===== config.mk =====
export PLATFORM = sky130hd
export DESIGN_NAME = octl_bridge
export DESIGN_NICKNAME = d
export VERILOG_FILES = /design/src/rtl/octl_pkg.sv /design/src/rtl/octl_word_rx.sv /design/src/rtl/octl_decode.sv /design/src/rtl/octl_serial.sv /design/src/rtl/octl_bridge.sv
export SDC_FILE = /design/constraint.sdc
export NUM_CORES = 1
export LEC_CHECK = 0
export ABC_AREA = 1
export ABC_CLOCK_PERIOD_IN_PS = 2000
export BUFFER_PORTS_ARGS = -buffer_cell sky130_fd_sc_hd__buf_2
export CORE_MARGIN = 10
export CORE_UTILIZATION = 60
export DETAILED_ROUTE_END_ITERATION = 7
export GPL_ROUTABILITY_DRIVEN = 0
export HOLD_SLACK_MARGIN = 0.06
export PLACE_DENSITY = 0.9
export SLEW_MARGIN = 10
export SYNTH_ARGS = -nofsm -noshare
export SYNTH_HDL_FRONTEND = slang
export SYNTH_SLANG_ARGS = --single-unit

===== constraint.sdc =====
create_clock -name clk_i -period 2 [get_ports clk_i]
set_input_delay 0.4 -clock clk_i [delete_from_list [all_inputs] [get_ports clk_i]]
set_output_delay 0.4 -clock clk_i [all_outputs]
set_load 0.1 [all_outputs]

===== src/rtl/octl_pkg.sv =====
package octl_pkg;
  typedef enum logic [1:0] {
    D_ADDR,
    D_DATA,
    D_SKIP,
    D_WAIT
  } dec_state_e;
endpackage


===== src/rtl/octl_word_rx.sv =====
module octl_word_rx #(
  parameter int WORD_W = 16
) (
  input  logic              clk_i,
  input  logic              rst_ni,
  input  logic              enable_i,
  input  logic              bit_valid_i,
  input  logic              bit_i,
  output logic              word_valid_o,
  output logic [WORD_W-1:0] word_o
);
  localparam int CNT_W = $clog2(WORD_W);

  logic [WORD_W-1:0] sh_q;
  logic [CNT_W-1:0]  cnt_q;
  logic [WORD_W-1:0] sh_d;

  assign sh_d = {sh_q[WORD_W-2:0], bit_i};

  always_ff @(posedge clk_i or negedge rst_ni) begin
    if (!rst_ni) begin
      sh_q         <= '0;
      cnt_q        <= '0;
      word_valid_o <= 1'b0;
      word_o       <= '0;
    end else begin
      word_valid_o <= 1'b0;
      if (enable_i && bit_valid_i) begin
        sh_q <= sh_d;
        if (cnt_q == CNT_W'(WORD_W - 1)) begin
          cnt_q        <= '0;
          word_valid_o <= 1'b1;
          word_o       <= sh_d;
        end else begin
          cnt_q <= cnt_q + 1'b1;
        end
      end
    end
  end
endmodule


===== src/rtl/octl_decode.sv =====
module octl_decode
  import octl_pkg::*;
#(
  parameter int WORD_W = 16,
  parameter int BYTE_W = 8,
  parameter int N_DEV  = 2,
  parameter int PAGE   = 'h15
) (
  input  logic                clk_i,
  input  logic                rst_ni,
  input  logic                word_valid_i,
  input  logic [WORD_W-1:0]   word_i,
  input  logic                xfer_done_i,
  output logic                start_o,
  output logic [2*BYTE_W-1:0] frame_o,
  output logic [$clog2(N_DEV)-1:0] dev_o,
  output logic                rd_o,
  output logic                busy_o
);
  localparam int DEV_W  = $clog2(N_DEV);
  localparam int PAGE_W = WORD_W - BYTE_W - 1;

  dec_state_e        st_q;
  logic [BYTE_W-1:0] addr_lo_q;
  logic              page_hit;
  logic              word_rd;

  assign page_hit = (word_i[WORD_W-2:BYTE_W] == PAGE_W'(PAGE));
  assign word_rd  = word_i[WORD_W-1];
  assign busy_o   = (st_q == D_WAIT);

  always_ff @(posedge clk_i or negedge rst_ni) begin
    if (!rst_ni) begin
      st_q      <= D_ADDR;
      addr_lo_q <= '0;
      start_o   <= 1'b0;
      frame_o   <= '0;
      dev_o     <= '0;
      rd_o      <= 1'b0;
    end else begin
      start_o <= 1'b0;
      unique case (st_q)
        D_ADDR: begin
          if (word_valid_i) begin
            if (page_hit && word_rd) begin
              frame_o <= {1'b1, word_i[BYTE_W-2:0], {BYTE_W{1'b0}}};
              dev_o   <= word_i[BYTE_W-1 -: DEV_W];
              rd_o    <= 1'b1;
              start_o <= 1'b1;
              st_q    <= D_WAIT;
            end else if (page_hit) begin
              addr_lo_q <= word_i[BYTE_W-1:0];
              st_q      <= D_DATA;
            end else if (!word_rd) begin
              st_q <= D_SKIP;  // foreign write: its data word is not ours
            end
          end
        end
        D_DATA: begin
          if (word_valid_i) begin
            frame_o <= {1'b0, addr_lo_q[BYTE_W-2:0], word_i[BYTE_W-1:0]};
            dev_o   <= addr_lo_q[BYTE_W-1 -: DEV_W];
            rd_o    <= 1'b0;
            start_o <= 1'b1;
            st_q    <= D_WAIT;
          end
        end
        D_SKIP: begin
          if (word_valid_i) st_q <= D_ADDR;
        end
        D_WAIT: begin
          if (xfer_done_i) st_q <= D_ADDR;
        end
        default: st_q <= D_ADDR;
      endcase
    end
  end
endmodule


===== src/rtl/octl_serial.sv =====
module octl_serial #(
  parameter int BYTE_W = 8,
  parameter int N_DEV  = 2
) (
  input  logic                     clk_i,
  input  logic                     rst_ni,
  input  logic                     start_i,
  input  logic [2*BYTE_W-1:0]      frame_i,
  input  logic [$clog2(N_DEV)-1:0] dev_i,
  input  logic                     rd_i,
  input  logic                     miso_i,
  output logic                     sclk_o,
  output logic                     mosi_o,
  output logic [N_DEV-1:0]         cs_no,
  output logic                     done_o,
  output logic [BYTE_W-1:0]        rdata_o
);
  localparam int FRAME_W = 2 * BYTE_W;
  localparam int CNT_W   = $clog2(FRAME_W);
  localparam int DEV_W   = $clog2(N_DEV);

  logic               act_q;
  logic [FRAME_W-1:0] tx_q;
  logic [CNT_W-1:0]   cnt_q;
  logic [BYTE_W-1:0]  rx_q;
  logic [DEV_W-1:0]   dev_q;
  logic               rd_q;

  always_ff @(posedge clk_i or negedge rst_ni) begin
    if (!rst_ni) begin
      act_q   <= 1'b0;
      tx_q    <= '0;
      cnt_q   <= '0;
      rx_q    <= '0;
      dev_q   <= '0;
      rd_q    <= 1'b0;
      sclk_o  <= 1'b0;
      mosi_o  <= 1'b0;
      done_o  <= 1'b0;
      rdata_o <= '0;
    end else begin
      done_o <= 1'b0;
      if (!act_q) begin
        if (start_i) begin
          act_q  <= 1'b1;
          tx_q   <= frame_i;
          mosi_o <= frame_i[FRAME_W-1];
          cnt_q  <= '0;
          sclk_o <= 1'b0;
          dev_q  <= dev_i;
          rd_q   <= rd_i;
        end
      end else if (!sclk_o) begin
        sclk_o <= 1'b1;
        rx_q   <= {rx_q[BYTE_W-2:0], miso_i};  // last BYTE_W samples are the data byte
      end else begin
        sclk_o <= 1'b0;
        if (cnt_q == CNT_W'(FRAME_W - 1)) begin
          act_q  <= 1'b0;
          mosi_o <= 1'b0;
          done_o <= 1'b1;
          if (rd_q) rdata_o <= rx_q;
        end else begin
          cnt_q  <= cnt_q + 1'b1;
          tx_q   <= tx_q << 1;
          mosi_o <= tx_q[FRAME_W-2];
        end
      end
    end
  end

  for (genvar g = 0; g < N_DEV; g++) begin : g_cs
    assign cs_no[g] = !(act_q && (dev_q == DEV_W'(g)));
  end
endmodule


===== src/rtl/octl_bridge.sv =====
module octl_bridge #(
  parameter int WORD_W = 16,
  parameter int BYTE_W = 8,
  parameter int N_DEV  = 2,
  parameter int PAGE   = 'h15
) (
  input  logic              clk_i,
  input  logic              rst_ni,
  input  logic              hbit_valid_i,
  input  logic              hbit_i,
  output logic              busy_o,
  output logic              done_o,
  output logic [WORD_W-1:0] rdata_o,
  output logic              dev_sclk_o,
  output logic              dev_mosi_o,
  output logic [N_DEV-1:0]  dev_cs_no,
  input  logic              dev_miso_i
);
  localparam int DEV_W   = $clog2(N_DEV);
  localparam int FRAME_W = 2 * BYTE_W;

  logic               word_valid;
  logic [WORD_W-1:0]  word;
  logic               start;
  logic [FRAME_W-1:0] frame;
  logic [DEV_W-1:0]   dev;
  logic               rd;
  logic [BYTE_W-1:0]  rbyte;

  octl_word_rx #(.WORD_W(WORD_W)) u_rx (
    .clk_i        (clk_i),
    .rst_ni       (rst_ni),
    .enable_i     (!busy_o),
    .bit_valid_i  (hbit_valid_i),
    .bit_i        (hbit_i),
    .word_valid_o (word_valid),
    .word_o       (word)
  );

  octl_decode #(.WORD_W(WORD_W), .BYTE_W(BYTE_W), .N_DEV(N_DEV), .PAGE(PAGE)) u_dec (
    .clk_i        (clk_i),
    .rst_ni       (rst_ni),
    .word_valid_i (word_valid),
    .word_i       (word),
    .xfer_done_i  (done_o),
    .start_o      (start),
    .frame_o      (frame),
    .dev_o        (dev),
    .rd_o         (rd),
    .busy_o       (busy_o)
  );

  octl_serial #(.BYTE_W(BYTE_W), .N_DEV(N_DEV)) u_ser (
    .clk_i   (clk_i),
    .rst_ni  (rst_ni),
    .start_i (start),
    .frame_i (frame),
    .dev_i   (dev),
    .rd_i    (rd),
    .miso_i  (dev_miso_i),
    .sclk_o  (dev_sclk_o),
    .mosi_o  (dev_mosi_o),
    .cs_no   (dev_cs_no),
    .done_o  (done_o),
    .rdata_o (rbyte)
  );

  assign rdata_o = {{(WORD_W - BYTE_W){1'b0}}, rbyte};
endmodule


==> impl_metrics.tcl, run 1 <==
set metrics [dict create \
    status "finished clean" \
    drt_iter0_markers 171 \
    synth_compound_area_frac 0.08847 \
    fin_total_pwr_w 0.004770 \
    synth_simple_gate_area_frac 0.2258 \
    cts_tree "yes" \
    clock_latency_ps 370 \
    finalSetupTns_ps 0 \
    die_w_um 108.6 \
    first_pass_iters 4 \
    viasPerCell 5.258 \
    cts_made_buffers 9 \
    die_h_um 108.6 \
    reg2reg_depth 6 \
    synthDistinctLibCells 36 \
    drive_gt1_frac 0.2020 \
    worstPathArrival_ps 1510 \
    cp-end-kind "output port" \
    numClockSinks 105 \
    synth-seq-cells 105 \
    row_count 32 \
    num_antenna_cells 0 \
    drc 0 \
    reg2reg_to "u_rx.word_o[3]$_DFFE_PN0P_" \
    cts_setup_buffers 0 \
    syn_inst 489 \
    grt_pass1_vias 3254 \
    power.leakage_nw 2.425 \
    critical_path_required_ps 1600 \
    syn-cell-area_sq_um 4710 \
    root_buffer "clkbuf_8" \
    rsz0062_at_grt "false" \
    initial_core_util 0.6126 \
    fin_crit_ps 1911 \
    slew_violations 0 \
    clk_pin_slew_ps 110 \
    antenna_found_initial 0 \
    final-setup-viol-count 0 \
    synth_xor_area_frac 0.001860 \
    wl_per_cell_um 14.06 \
    r2r_slack_ps 280 \
    critical_path_class "reg -> out" \
    grt_max_degree 106 \
    boundaryPins 27 \
    ys.flop_type "dfrtp_1" \
    ys_warn_count 0 \
    clock-skew-final_ps 13.48 \
    area_growth_pct 6.668 \
    start_kind "flop" \
    async_flop_share 1.000 \
    detailed_place_hpwl_um 5870 \
    peakVddDrop_uv 733.0 \
    nets 512 \
    synth_edf_count 0 \
    ant_nets 0 \
    max_slew_margin 0.6345 \
    final_cell_mix "119 x nand2_1, 104 x dfrtp_1, 44 x inv_1" \
    synth_mux_area_frac 0.03587 \
    holdWs_ps 67.10 \
    synth_fa_ha_area_frac 0.005313 \
    ys_seq_area_frac 0.5579 \
    track_usage 0.1566 \
    vias 3218 \
    powerDensity_nw_per_um2 949.6 \
    layout.cells.most_common "nand2_1" \
    htreeDepth 3 \
    syn-mean-instance-area_sq_um 9.631 \
    hold_viol_final 0 \
    clock.fmax_ghz 0.5233 \
    post-route-period-util 0.9555 \
    port_buffers 18 \
    grt_pass1_wl_um 15060 \
    globalRouteOverflowTotal 0 \
    fp.coreArea_sq_um 7687 \
    die_area_sq_um 11790 \
    drt_wl_total_um 8605 \
    rr_startpoint "u_dec.st_q[0]$_DFFE_PN0P_" \
    clock_path_buffers 2 \
    hold_class "in -> async" \
    drv_cap 0 \
    worst_slew_pin_slew_ps 548.1 \
    synth_top_family_by_area "simple AND/OR/NAND/NOR gates" \
    worst-path-max-fanout 9 \
]
worst max path at each step:
stage                     slack [ps]                        end                 startpoint  depth (start not counted)
after detailed placement         340  u_ser.rx_q[4]$_DFFE_PN0P_      u_ser.act_q$_DFF_PN0_                          3
after global placement           420                     busy_o  u_dec.st_q[0]$_DFFE_PN0P_                          3
after global routing              20               dev_cs_no[0]      u_ser.act_q$_DFF_PN0_                          3
after floorplan                  150  u_ser.tx_q[6]$_DFFE_PN0P_   u_ser.sclk_o$_DFFE_PN0P_                          6
after CTS                         70               dev_cs_no[0]      u_ser.act_q$_DFF_PN0_                          3
final                             90               dev_cs_no[0]      u_ser.act_q$_DFF_PN0_                          3
synthesized netlist by cell type, types with 3 or more instances:
cell type | number | area share
nor2_2 | 4 | 0.0053
buf_2 | 5 | 0.0053
clkbuf_1 | 4 | 0.0032
buf_6 | 5 | 0.012
inv_1 | 44 | 0.035
nand2_4 | 4 | 0.0096
nand2_1 | 119 | 0.095
mux2_2 | 15 | 0.036
dfrtp_1 | 105 | 0.56
nand4_1 | 10 | 0.013
nor2_4 | 3 | 0.0072
nand3_1 | 25 | 0.027
a21oi_1 | 14 | 0.015
nor2_1 | 18 | 0.014
or2_2 | 3 | 0.0040
o21ai_0 | 40 | 0.043
o21ai_1 | 7 | 0.0074
buf_4 | 12 | 0.019
o211ai_1 | 10 | 0.016
nand2_2 | 22 | 0.029
worst max-delay path, stage by stage, from the launching register on:
cell     delay (ps)
dfrtp_2         500
inv_6           120
or2_2           110
buf_2           410
what timing repair did:
item	in CTS	in global routing
hold buffers	0	0
endpoints found under the setup margin	2	0
gates resized for setup	2	0
hold endpoints to repair	0	0
state kept, by name, summed over array words and instances, names as in the netlist, 8 cells and up:
register / flops
u_dec.addr_lo_q: 8
u_dec.frame_o: 16
u_rx.sh_q: 15
u_rx.word_o: 16
u_ser.rdata_o: 8
u_ser.rx_q: 8
u_ser.tx_q: 15
cell type report:
cell class | count | area, sq um
inverter | 48 | 188.9
multi-input combinational | 316 | 1713
sequential | 105 | 2629
tap | 102 | 127.6
timing repair buffer | 25 | 160.2
fill | 552 | 2664
clock inverter | 7 | 81.33
clock buffer | 9 | 123.9
routing by layer:
metal,GRT usage,part of all wire,up-vias
met3,0.04640,0.039,16
met4,0.05367,0.018,0
met1,0.1892,0.44,1545
met2,0.2616,0.50,57
li1,-,-,1600
met5,0,0,-
logic make-up (layout without fill, tap and decap cells):
logic type / Yosys count / after routing
multiplexers: 15 / 15
flip-flops: 105 / 105
other: 1 / 8
adder cells (fa/ha/maj): 2 / 2
buffers and inverters: 75 / 89
XOR/XNOR: 1 / 1
AND/OR/NAND/NOR: 214 / 214
AO/OA/AOI/OAI: 76 / 76
power breakdown:
group	switching [W]	total, W	internal, W
clock network	0.000753	0.00135	0.000601
registers	0.000255	0.00264	0.00238
logic	0.000492	0.000779	0.000287
per-stage QoR:
step	std cells	area (sq um)	worst slack [ps]	util
finish	612	5024	89.08	0.6535
global route	612	5024	18.86	0.6535
CTS	612	5024	74.63	0.6535
detailed placement	596	4815	342.5	0.6263
global placement	596	4815	416.1	0.6263
floorplan	496	4736	152.5	-
No activity file was read; power rests on OpenSTA's default activity.
==> run 2, diff against run 1 <==
--- a/config.mk
+++ b/config.mk
@@ -13,7 +13,7 @@
 export DETAILED_ROUTE_END_ITERATION = 7
 export GPL_ROUTABILITY_DRIVEN = 0
 export HOLD_SLACK_MARGIN = 0.06
-export PLACE_DENSITY = 0.9
+export PLACE_DENSITY = 0.79
 export SLEW_MARGIN = 10
 export SYNTH_ARGS = -nofsm -noshare
 export SYNTH_HDL_FRONTEND = slang
==> run 2 against run 1 <==
Compared with the run above:
- flip-flop and latch count is the same
- setup slack gained 2.1 ps
- critical path depth is the same
- die area is the same
- clock power shrank 12%
- global-route usage shrank 0.46 points
- first-iteration DRC count shrank 31%
- core utilization grew 0.13 points
- design area grew 0.20%
- clock skew shrank 4.9 ps
- sequential power is essentially flat
- sequential share of layout area shrank 0.10 points
==> impl_metrics.tcl, run 2 (synthesis results as in run 1) <==
set metrics [dict create \
    status "finished clean" \
    critPathBufInv 2 \
    crit_path_max_incr_delay_ps 500 \
    grt_pass1_wl_um 14750 \
    final-seq-area_sq_um 2629 \
    clock_latency_ps 360 \
    detailed_place_hpwl_um 5996 \
    viasPerCell 5.189 \
    holdPathStages 3 \
    wl_per_cell_um 13.40 \
    max_slew_margin 0.6551 \
    first_pass_iters 4 \
    powerDensity_nw_per_um2 913.9 \
    start_kind "flop" \
    placed_cells 598 \
    track_usage 0.1520 \
    ant_nets 0 \
    critical_path_class "reg -> out" \
    clock.fmax_ghz 0.5239 \
    finalSetupTns_ps 0 \
    hold_class "in -> reg" \
    vias 3191 \
    cp_slowest_cell "dfrtp_2" \
    root_buffer "clkbuf_8" \
    reg2reg_depth 6 \
    nFillCells 635 \
    utilization 0.6548 \
    path_cells "inv_6, or2_2, buf_2" \
    drt_wl_total_um 8239 \
    initial_core_util 0.6126 \
    peakVddDrop_uv 645.6 \
    cts_made_buffers 9 \
    die_h_um 108.6 \
    final_cell_mix "119 x nand2_1, 104 x dfrtp_1, 44 x inv_1" \
    critPathTopFamily "flip-flops" \
    cp-end-kind "output port" \
    row_count 32 \
    min_from "hbit_i" \
    slew_violations 0 \
    power.leakage_nw 2.426 \
    fin_total_pwr_w 0.004600 \
    post-route-period-util 0.9544 \
    multi_input_area_sq_um 1713 \
    nets 515 \
    grt_pass1_vias 3234 \
    boundaryPins 27 \
    r2r_slack_ps 290 \
    numClockSinks 105 \
    critical_path_required_ps 1600 \
    htreeDepth 3 \
    layout.cells.most_common "nand2_1" \
    fp.coreArea_sq_um 7687 \
    port_buffers 18 \
    antenna_found_initial 0 \
    hold_end "u_rx.word_o[0]$_DFFE_PN0P_" \
    dpl-instance-area_sq_um 4842 \
    drive_gt1_frac 0.2027 \
    fin_crit_ps 1909 \
    die_w_um 108.6 \
    cts_tree "yes" \
    clock_path_buffers 2 \
    num_antenna_cells 0 \
    die_area_sq_um 11790 \
    rr_startpoint "u_dec.st_q[0]$_DFFE_PN0P_" \
    drv_cap 0 \
    top_regs "u_dec.frame_o (16), u_rx.word_o (16)" \
    fin_cells 615 \
    rsz0062_at_grt "false" \
    drt_iter0_markers 118 \
    globalRouteOverflowTotal 0 \
    drc 0 \
    area_growth_pct 6.881 \
    stdcell_area_sq_um 5034 \
    grt_max_degree 33 \
    final-setup-viol-count 0 \
    worstPathArrival_ps 1510 \
    clk_pin_slew_ps 100 \
    clock-skew-final_ps 8.601 \
    cts_setup_buffers 0 \
    worst-path-max-fanout 9 \
    worst_slew_pin_slew_ps 517.2 \
    reg2reg_to "u_rx.word_o[15]$_DFFE_PN0P_" \
    hold_viol_final 0 \
]
## run 2: cell type report
| cell class | instances | area share |
|---|---|---|
| clock buffers | 10 | 0.02535 |
| clock inverters | 6 | 0.009943 |
| inverters | 48 | 0.03753 |
| multi-input cells | 316 | 0.3403 |
| flip-flops and latches | 105 | 0.5222 |
| well taps | 102 | 0.02535 |
| repair buffers | 28 | 0.03927 |
## run 2: through the flow
step	setup slack [ps]	hold slack (ps)
final	91.14	293.6
after global routing	21.06	284.4
after CTS	70.82	276.8
after detailed placement	324.8	382.5
after global placement	400.0	380.5
after floorplan	152.5	104.4
## run 2: how the worst max path moves through the flow
stage,startpoint,end,slack (ps),depth (start not counted)
2_1_floorplan,u_ser.sclk_o$_DFFE_PN0P_,u_ser.tx_q[6]$_DFFE_PN0P_,150,6
3_3_place_gp,u_dec.st_q[0]$_DFFE_PN0P_,u_rx.word_o[5]$_DFFE_PN0P_,400,6
3_5_place_dp,u_dec.st_q[0]$_DFFE_PN0P_,u_rx.word_o[1]$_DFFE_PN0P_,320,6
4_1_cts,u_ser.act_q$_DFF_PN0_,dev_cs_no[0],70,3
5_1_grt,u_ser.act_q$_DFF_PN0_,dev_cs_no[0],20,3
6_report,u_ser.act_q$_DFF_PN0_,dev_cs_no[0],90,3
## run 2: per-layer routing
layer | global-route usage | wire, um
met1 | 0.1843 | 3672
met2 | 0.2621 | 4108
met3 | 0.04224 | 365
met4 | 0.03766 | 93
met5 | 0 | 0
## run 2: report_power, final
part | total [W] | switching [W] | internal (W)
Clock | 0.00119 | 0.000725 | 0.000469
Combinational | 0.000780 | 0.000486 | 0.000293
Sequential | 0.00263 | 0.000245 | 0.00238
Total | 0.00460 | 0.00146 | 0.00314
## run 2: timing repair
| item | 4_1_cts | 5_1_grt |
|---|---|---|
| endpoints found under the hold margin | 28 | 0 |
| setup endpoints to repair | 2 | 0 |
| hold buffers | 1 | 0 |
| resized for setup | 2 | 0 |
## run 2: tightest hold or removal path, stage by stage
cell and delay [ps]:
buf_2 90, inv_1 70, a21oi_1 60
